**src/rtl/mac_irq_pkg.sv**
```systemverilog
package mac_irq_pkg;
  localparam int unsigned WORD_W   = 32;
  localparam int unsigned HALF_W   = WORD_W / 2;
  localparam int unsigned SUM_POS  = 0;
  // lane positions 1..3 feed the summary: done/good, desc unavailable, bus error
  localparam logic [HALF_W-1:0] SRC_MASK = 16'h000E;
  localparam logic ADDR_STAT = 1'b0;
  localparam logic ADDR_EN   = 1'b1;

  typedef enum logic {
    LANE_RX = 1'b0,
    LANE_TX = 1'b1
  } lane_e;
endpackage

```
**src/rtl/mac_irq_lane.sv**
```systemverilog
module mac_irq_lane #(
  parameter int unsigned W        = 16,
  parameter int unsigned SUM_POS  = 0,
  parameter logic [W-1:0] SRC     = '0
) (
  input  logic         clk,
  input  logic         rst_n,
  input  logic         soft_rst,
  input  logic [W-1:0] evt_i,
  input  logic         clr_we_i,
  input  logic [W-1:0] clr_mask_i,
  input  logic         en_we_i,
  input  logic [W-1:0] en_wdata_i,
  output logic [W-1:0] stat_o,
  output logic [W-1:0] en_o,
  output logic         irq_o
);
  localparam logic [W-1:0] SUM_ONE = W'(1) << SUM_POS;
  localparam logic [W-1:0] EVT_OK  = ~SUM_ONE;

  logic [W-1:0] stat_q, stat_d;
  logic         stat_ld;
  logic [W-1:0] en_q, en_d;
  logic         en_ld;
  logic         sum_q, sum_d;
  logic         irq_q, irq_d;
  logic [W-1:0] evt_ok;

  assign evt_ok = evt_i & EVT_OK;

  // status next state: clear first, then set, soft reset overrides all
  always_comb begin
    stat_ld = soft_rst | clr_we_i | (|evt_ok);
    stat_d  = stat_q;
    if (clr_we_i) begin
      stat_d = stat_d & ~clr_mask_i;
    end
    stat_d = stat_d | evt_ok;
    if (soft_rst) begin
      stat_d = '0;
    end
  end

  always_comb begin
    en_ld = soft_rst | en_we_i;
    en_d  = soft_rst ? '0 : en_wdata_i;
  end

  always_comb begin
    sum_d = ~soft_rst & (|(stat_q & en_q & SRC));
    irq_d = sum_d & en_q[SUM_POS];
  end

  always_ff @(posedge clk or negedge rst_n) begin
    if (!rst_n) begin
      stat_q <= '0;
      en_q   <= '0;
      sum_q  <= 1'b0;
      irq_q  <= 1'b0;
    end else begin
      if (stat_ld) begin
        stat_q <= stat_d;
      end
      if (en_ld) begin
        en_q <= en_d;
      end
      sum_q <= sum_d;
      irq_q <= irq_d;
    end
  end

  assign stat_o = stat_q | (sum_q ? SUM_ONE : '0);
  assign en_o   = en_q;
  assign irq_o  = irq_q;
endmodule

```
**src/rtl/mac_irq_regif.sv**
```systemverilog
module mac_irq_regif #(
  parameter int unsigned WORD_W = 32
) (
  input  logic              reg_we,
  input  logic              reg_addr,
  input  logic [WORD_W-1:0] stat_word,
  input  logic [WORD_W-1:0] en_word,
  output logic              stat_clr_we,
  output logic              en_we,
  output logic [WORD_W-1:0] reg_rdata
);
  import mac_irq_pkg::*;

  always_comb begin
    stat_clr_we = reg_we & (reg_addr == ADDR_STAT);
    en_we       = reg_we & (reg_addr == ADDR_EN);
    reg_rdata   = (reg_addr == ADDR_EN) ? en_word : stat_word;
  end
endmodule

```
**src/rtl/mac_irq_agg.sv**
```systemverilog
module mac_irq_agg #(
  parameter int unsigned WORD_W = mac_irq_pkg::WORD_W
) (
  input  logic                  clk,
  input  logic                  rst_n,
  input  logic                  soft_rst,
  input  logic [WORD_W/2-1:0]   tx_evt,
  input  logic [WORD_W/2-1:0]   rx_evt,
  input  logic                  reg_we,
  input  logic                  reg_addr,
  input  logic [WORD_W-1:0]     reg_wdata,
  output logic [WORD_W-1:0]     reg_rdata,
  output logic                  tx_irq,
  output logic                  rx_irq
);
  import mac_irq_pkg::*;

  localparam int unsigned HALF_W = WORD_W / 2;
  localparam int unsigned NLANE  = 2;

  logic [NLANE-1:0][HALF_W-1:0] evt_lane;
  logic [NLANE-1:0][HALF_W-1:0] stat_lane;
  logic [NLANE-1:0][HALF_W-1:0] en_lane;
  logic [NLANE-1:0][HALF_W-1:0] wdata_lane;
  logic [NLANE-1:0]             irq_lane;
  logic [WORD_W-1:0]            stat_word;
  logic [WORD_W-1:0]            en_word;
  logic                         stat_clr_we;
  logic                         en_we;

  assign evt_lane[LANE_RX] = rx_evt;
  assign evt_lane[LANE_TX] = tx_evt;
  assign wdata_lane        = reg_wdata;
  assign stat_word         = stat_lane;
  assign en_word           = en_lane;

  mac_irq_regif #(.WORD_W(WORD_W)) u_regif (
    .reg_we      (reg_we),
    .reg_addr    (reg_addr),
    .stat_word   (stat_word),
    .en_word     (en_word),
    .stat_clr_we (stat_clr_we),
    .en_we       (en_we),
    .reg_rdata   (reg_rdata)
  );

  for (genvar g = 0; g < NLANE; g++) begin : g_lane
    mac_irq_lane #(
      .W       (HALF_W),
      .SUM_POS (SUM_POS),
      .SRC     (SRC_MASK)
    ) u_lane (
      .clk        (clk),
      .rst_n      (rst_n),
      .soft_rst   (soft_rst),
      .evt_i      (evt_lane[g]),
      .clr_we_i   (stat_clr_we),
      .clr_mask_i (wdata_lane[g]),
      .en_we_i    (en_we),
      .en_wdata_i (wdata_lane[g]),
      .stat_o     (stat_lane[g]),
      .en_o       (en_lane[g]),
      .irq_o      (irq_lane[g])
    );
  end

  assign tx_irq = irq_lane[LANE_TX];
  assign rx_irq = irq_lane[LANE_RX];
endmodule

```
**config.mk**
```make
export PLATFORM = sky130hd
export DESIGN_NAME = mac_irq_agg
export DESIGN_NICKNAME = d
export VERILOG_FILES = /design/src/rtl/mac_irq_pkg.sv /design/src/rtl/mac_irq_lane.sv /design/src/rtl/mac_irq_regif.sv /design/src/rtl/mac_irq_agg.sv
export SDC_FILE = /design/constraint.sdc
export NUM_CORES = 1
export LEC_CHECK = 0
export BUFFER_PORTS_ARGS = -buffer_cell sky130_fd_sc_hd__buf_4
export CORE_MARGIN = 3
export CORE_UTILIZATION = 50
export CTS_CLUSTER_SIZE = 40
export DETAILED_ROUTE_END_ITERATION = 8
export PLACE_DENSITY = 0.81
export SLEW_MARGIN = 20
export SYNTH_ARGS = -nofsm -noshare
export SYNTH_HDL_FRONTEND = slang
export SYNTH_SLANG_ARGS = --single-unit
export TNS_END_PERCENT = 100
```
**constraint.sdc**
```tcl
create_clock -name clk -period 1.35 [get_ports clk]
set_clock_uncertainty 0.2 [all_clocks]
set_input_delay 0 -clock clk [delete_from_list [all_inputs] [get_ports clk]]
set_output_delay 0 -clock clk [all_outputs]
set_load 0.02 [all_outputs]
```
Yosys cells after proc, flatten, opt, wreduce, memory -nomap -nowiden
Index checks and enable logic that the tools add are counted.

Eq/ne operators: 0. Order comparisons: 0. Bitwise logic cells: 22. Multiplexer cells: 9. Reductions and logical operators: 4. Divide/modulo/power cells: 0. Shift operators: 0. Multiply operators: 0. Add/subtract/negate cells: 0.

Operator list (count): $mux 16 (6); $and 16x16->16 (2); $mux 32 (1); $not 16->16 (2); $or 16x1->16 (2); $or 16x16->16 (2); $reduce_or 15->1 (2); $and 4x4->4 (2); $and 1x1->1 (6); $reduce_or 3->1 (2); $or 1x1->1 (4); $mux 1 (2); $not 1->1 (2).

Bits in registers: 68. Bits in writable memories: 0. Memories kept: 0. Bits in latches: 0. Memory bits (read-only): 0. Bits of input ports: 69.

Logic depth before layout (Yosys ltp)
Word-level depth: 5. Mapped depth: 5. Gate-level depth less buffers: 2.

Modules after synthesis
From an unflattened synthesis, not the netlist that was laid out.

Cell total of the unflattened synthesis: 284. Area, all modules: 3692.3 um2.

By module, submodules not included: mac_irq_lane (sequential area each 850.8 um2, cells each 123, area each 1574.0 um2, instances 2); mac_irq_regif (sequential area each 0.0 um2, cells each 38, area each 544.3 um2, instances 1).

Worst setup path after synthesis
OpenSTA, ideal clock, no wires.

Path type: reg-to-reg. Start point: register g_lane[0].u_lane.en_q[3]. End point: register g_lane[0].u_lane.irq_q. Period minus slack after synthesis: 1143 ps. Library setup time: 136 ps. Buffers on the path: 0. Setup slack: 207 ps. Arrival time: 807 ps. Cell stages (with the launch flop): 3. Path through: dfrtp_1 -> a222oi_1 -> nor3b_1.

Longest elaborated chain between the ends: 4.

RTL lines: from (decl) (line mac_irq_lane.sv:23) `logic [W-1:0] en_q, en_d;`; from (signal assigned) (line mac_irq_lane.sv:65) `en_q <= en_d;`; $and 4x4->4 (line mac_irq_lane.sv:50) `sum_d = ~soft_rst & (|(stat_q & en_q & SRC));`; $reduce_or 3->1 (line mac_irq_lane.sv:50); $and 1x1->1 (line mac_irq_lane.sv:50); $and 1x1->1 (line mac_irq_lane.sv:51) `irq_d = sum_d & en_q[SUM_POS];`; net g_lane[0].u_lane.irq_d (line mac_irq_lane.sv:26) `logic irq_q, irq_d;`; to (signal assigned) (line mac_irq_lane.sv:68) `irq_q <= irq_d;`; to (decl) (line mac_irq_lane.sv:26).

The timed path passes the listed nets, and every way through them passes these cells. A chain may end at the register's enable or synchronous reset.

Final worst setup path
Start point: register g_lane[1].u_lane.stat_q[1]. End point: register g_lane[1].u_lane.irq_q.

Longest elaborated chain between the ends: 4.

RTL lines: from (decl) (line mac_irq_lane.sv:21) `logic [W-1:0] stat_q, stat_d;`; from (signal assigned) (line mac_irq_lane.sv:62) `stat_q <= stat_d;`; $and 4x4->4 (line mac_irq_lane.sv:50); $reduce_or 3->1 (line mac_irq_lane.sv:50); $and 1x1->1 (line mac_irq_lane.sv:50); $and 1x1->1 (line mac_irq_lane.sv:51); net g_lane[1].u_lane.irq_d (line mac_irq_lane.sv:26); to (signal assigned) (line mac_irq_lane.sv:68); to (decl) (line mac_irq_lane.sv:26).

The timed path passes the listed nets, and every way through them passes these cells.

==> metrics.csv <==
stage,metric,value,unit
outcome,status,"finished, violations left",
outcome,violations,negative setup slack,
sta,slew_viol_final,0,
critical_path,worstPathArrival,1.39,ns
layout,fillers,219,
power,p_switching,1.36,mW
grt,grt_pass1_vias,3262,
critical_path,crit_fanout,2,
job,maxCapViolCount,0,
yosys,yosysMostFrequentCell,dfrtp_1,
critical_path,cp.required,1.35,ns
clock_network,root_buffer,clkbuf_8,
yosys,syn-instance-count,257,
worst_hold_path,hold_depth,4,
layout,multiInputGateArea,1200,µm²
sta,finalSetupViolCount,9,
grt,grt_max_degree,39,
yosys,ys_seq_elements,68,
sta,fin_crit_sh,1.03,
grt,grtUsageMet2,0.476,
place,gp_congestion,0.746,
yosys,synth_cell_type_count,19,
detailed_routing,drt_iter0_markers,196,
clock_network,cts_tree,done,
detailed_routing,via_per_inst,5.58,
grt,use_met1,0.326,
grt,grt_pass1_wl,15.3,mm
yosys,yosysSeqAreaShare,0.559,
sta,fin_hold_ws,0.0582,ns
clock_network,numCtsBuffers,9,
critical_path,r2r_setup_slack,-0.04,ns
grt,grt_use_met3,0.0523,
sta,final-hold-violation-count,0,
grt,grt.overflow.total,0,
layout,diodes,0,
power,p_leak,2.67,nW
detailed_routing,drt-pass1-iter-count,4,
floorplan,die_x,84.0,µm
power,sw_frac_of_total,0.279,
power,comb_power_share,0.243,
layout,area_growth,70.7,%
yosys,synth_ff_type,dfrtp_1,
worst_hold_path,hold_class,in -> reg,
grt,antenna_found_initial,0,
sta,layout_setup_ws,-0.0432,ns
critical_path,cp_num_cells,3,
critical_path,cp_top_family,compound AO/OA/AOI/OAI gates,
critical_path,crit_buf_inv,1,
floorplan,die_y,84.0,µm
critical_path,cp-end-kind,flop,
grt,track_usage,0.271,
clock_network,clock_sinks,68,
yosys,ys_warn_count,0,
yosys,syn-mean-instance-area,11.8,µm²
floorplan,initial_core_util,0.533,
yosys,syn_area,3040,µm²
yosys,async_reset_ff_frac,1.00,
sta,rsz0062_at_grt,true,
floorplan,ios,103,
detailed_routing,drc_errors,0,
place,place_ws,0.0933,ns
power,p_int,3.53,mW
grt,top_usage_layer,met2,
detailed_routing,routedWlPerCell,19.6,µm
clock_network,clk_pin_slew,0.08,ns
layout,final_nets,533,
layout,final-seq-area,1700,µm²
yosys,netlist_top_cells_area,"dfrtp_1 (56%), mux2_2 (11%), a22o_1 (9.2%)",
yosys,synthTopCellsByCount,"dfrtp_1 (68), nor2_1 (34), a22o_1 (32)",
critical_path,worst-r2r-cell-count,3,
floorplan,num_rows,27,
power,power_frac_clock,0.303,
clock_network,clockBufferDepth,2,
detailed_routing,vias,3019,
yosys,synth_top_area_frac,0.559,
detailed_routing,wl,10.6,mm
yosys,synth_edf_count,0,
critical_path,crit_path_max_incr_delay,0.40,ns
clock_network,htree_levels,3,
sta,min_period,1.39,ns
yosys,syn_nets,326,
detailed_routing,antenna_left,0,
power,ir_worst_vdd,0.000828,V
sta,relSlewSlack,0.686,
sta,worst_pin_slew,0.472,ns
critical_path,path_class,reg -> reg,
floorplan,fp.dieArea,7060,µm²
floorplan,coreArea,5710,µm²
power,powerDensity,942,nW/µm²
yosys,synth.largest_area_cell,dfrtp_1,
sta,fmax,0.718,GHz
place,dp_hpwl,5.25,mm
clock_network,worstSkewPairLatency,0.34,ns
layout,drive_gt1_frac,0.418,
power,seq_power_share,0.455,
critical_path,worstPathCellList,"buf_4, a222oi_1, nor3b_1",
critical_path,worst_path_max_delay_cell,a222oi_1,
place,port-buffer-count,100,
critical_path,cp-start-kind,flop,
==> registers in the layout, indices dropped and copies added, names as in the netlist <==
signal	flops
g_lane.u_lane.en_o	32
g_lane.u_lane.stat_q	32
g_lane.u_lane.irq_o	2
g_lane.u_lane.sum_q	2
==> power groups by stage <==
stage                     combinational (mW)  clock, mW  sequential, mW
after floorplan                        0.397          0            2.23
after global placement                 0.781          0            2.24
after detailed placement               0.795          0            2.25
after CTS                               1.01       1.47            2.21
after global routing                    1.26       1.60            2.23
final                                   1.19       1.48            2.22
==> final cells by class <==
type / count / share of cell area
timing repair buffer: 214 / 0.370
tap: 72 / 0.0174
sequential: 68 / 0.328
clock inverter: 5 / 0.00530
multi-input combinational: 141 / 0.230
clock buffer: 11 / 0.0272
inverter: 30 / 0.0217
==> per-stage QoR <==
stage	power (mW)	instances	utilization	instance area (µm²)	TNS (ns)
finish	4.89	541	0.909	5190	-0.143
global route	5.09	541	0.909	5190	-1.02
CTS	4.69	517	0.852	4860	-0.0288
detailed placement	3.05	424	0.681	3890	0
global placement	3.02	424	0.681	3890	0
floorplan	2.63	257	-	3040	0
==> cell usage in the layout (no fill, tap or decap), types with 2 or more instances in the layout <==
master / netlist / layout
buf_4: 0 / 115
dfrtp_1: 68 / 68
dlygate4sd3_1: 0 / 65
nor2_1: 34 / 34
a22o_1: 32 / 32
buf_6: 5 / 32
inv_1: 30 / 30
a311oi_1: 30 / 30
mux2_4: 0 / 23
clkbuf_8: 0 / 10
mux2_2: 30 / 7
clkinv_2: 0 / 4
nand2_1: 2 / 2
a222oi_1: 2 / 2
nor3b_1: 2 / 2
nand2b_1: 2 / 2
a21oi_1: 2 / 2
==> worst paths after layout <==
| path | from | end |
|---|---|---|
| min | reg_we | g_lane[0].u_lane.stat_q[0] |
| min in group asynchronous | rst_n | g_lane[0].u_lane.stat_q[7] |
| min reg2reg | g_lane[0].u_lane.en_o[10] | g_lane[0].u_lane.en_o[10] |
| max | g_lane[1].u_lane.stat_q[1] | g_lane[1].u_lane.irq_o |
| max reg2reg | g_lane[1].u_lane.stat_q[1] | g_lane[1].u_lane.irq_o |
| max in group asynchronous | rst_n | g_lane[1].u_lane.en_o[2] |
==> repair_timing <==
action,4_1_cts,5_1_grt
endpoints found under the hold margin,134,0
setup buffers,12,24
pin swaps,0,0
setup endpoints to repair,17,64
resized for setup,18,39
cloned,0,0
hold buffers,65,0
==> per-layer routing <==
layer / wire length, µm / part of all wire
met4: 255 / 0.024
met5: 0 / 0
met2: 5730 / 0.54
met1: 4000 / 0.38
met3: 634 / 0.060
==> tightest hold or removal path: cells and delay by family <==
family	cells	cell delay, ns
buffers and inverters	2	0.32
AND/OR/NAND/NOR	1	0.14
AO/OA/AOI/OAI	1	0.09
==> logic make-up after synthesis <==
family / after synthesis / share of synthesized area
AOI/OAI and AO/OA: 69 / 0.195
muxes: 30 / 0.111
and+or+nand+nor: 42 / 0.0592
buffers and inverters: 48 / 0.0757
DFF: 68 / 0.559
Power figures use the tool's default switching activity.
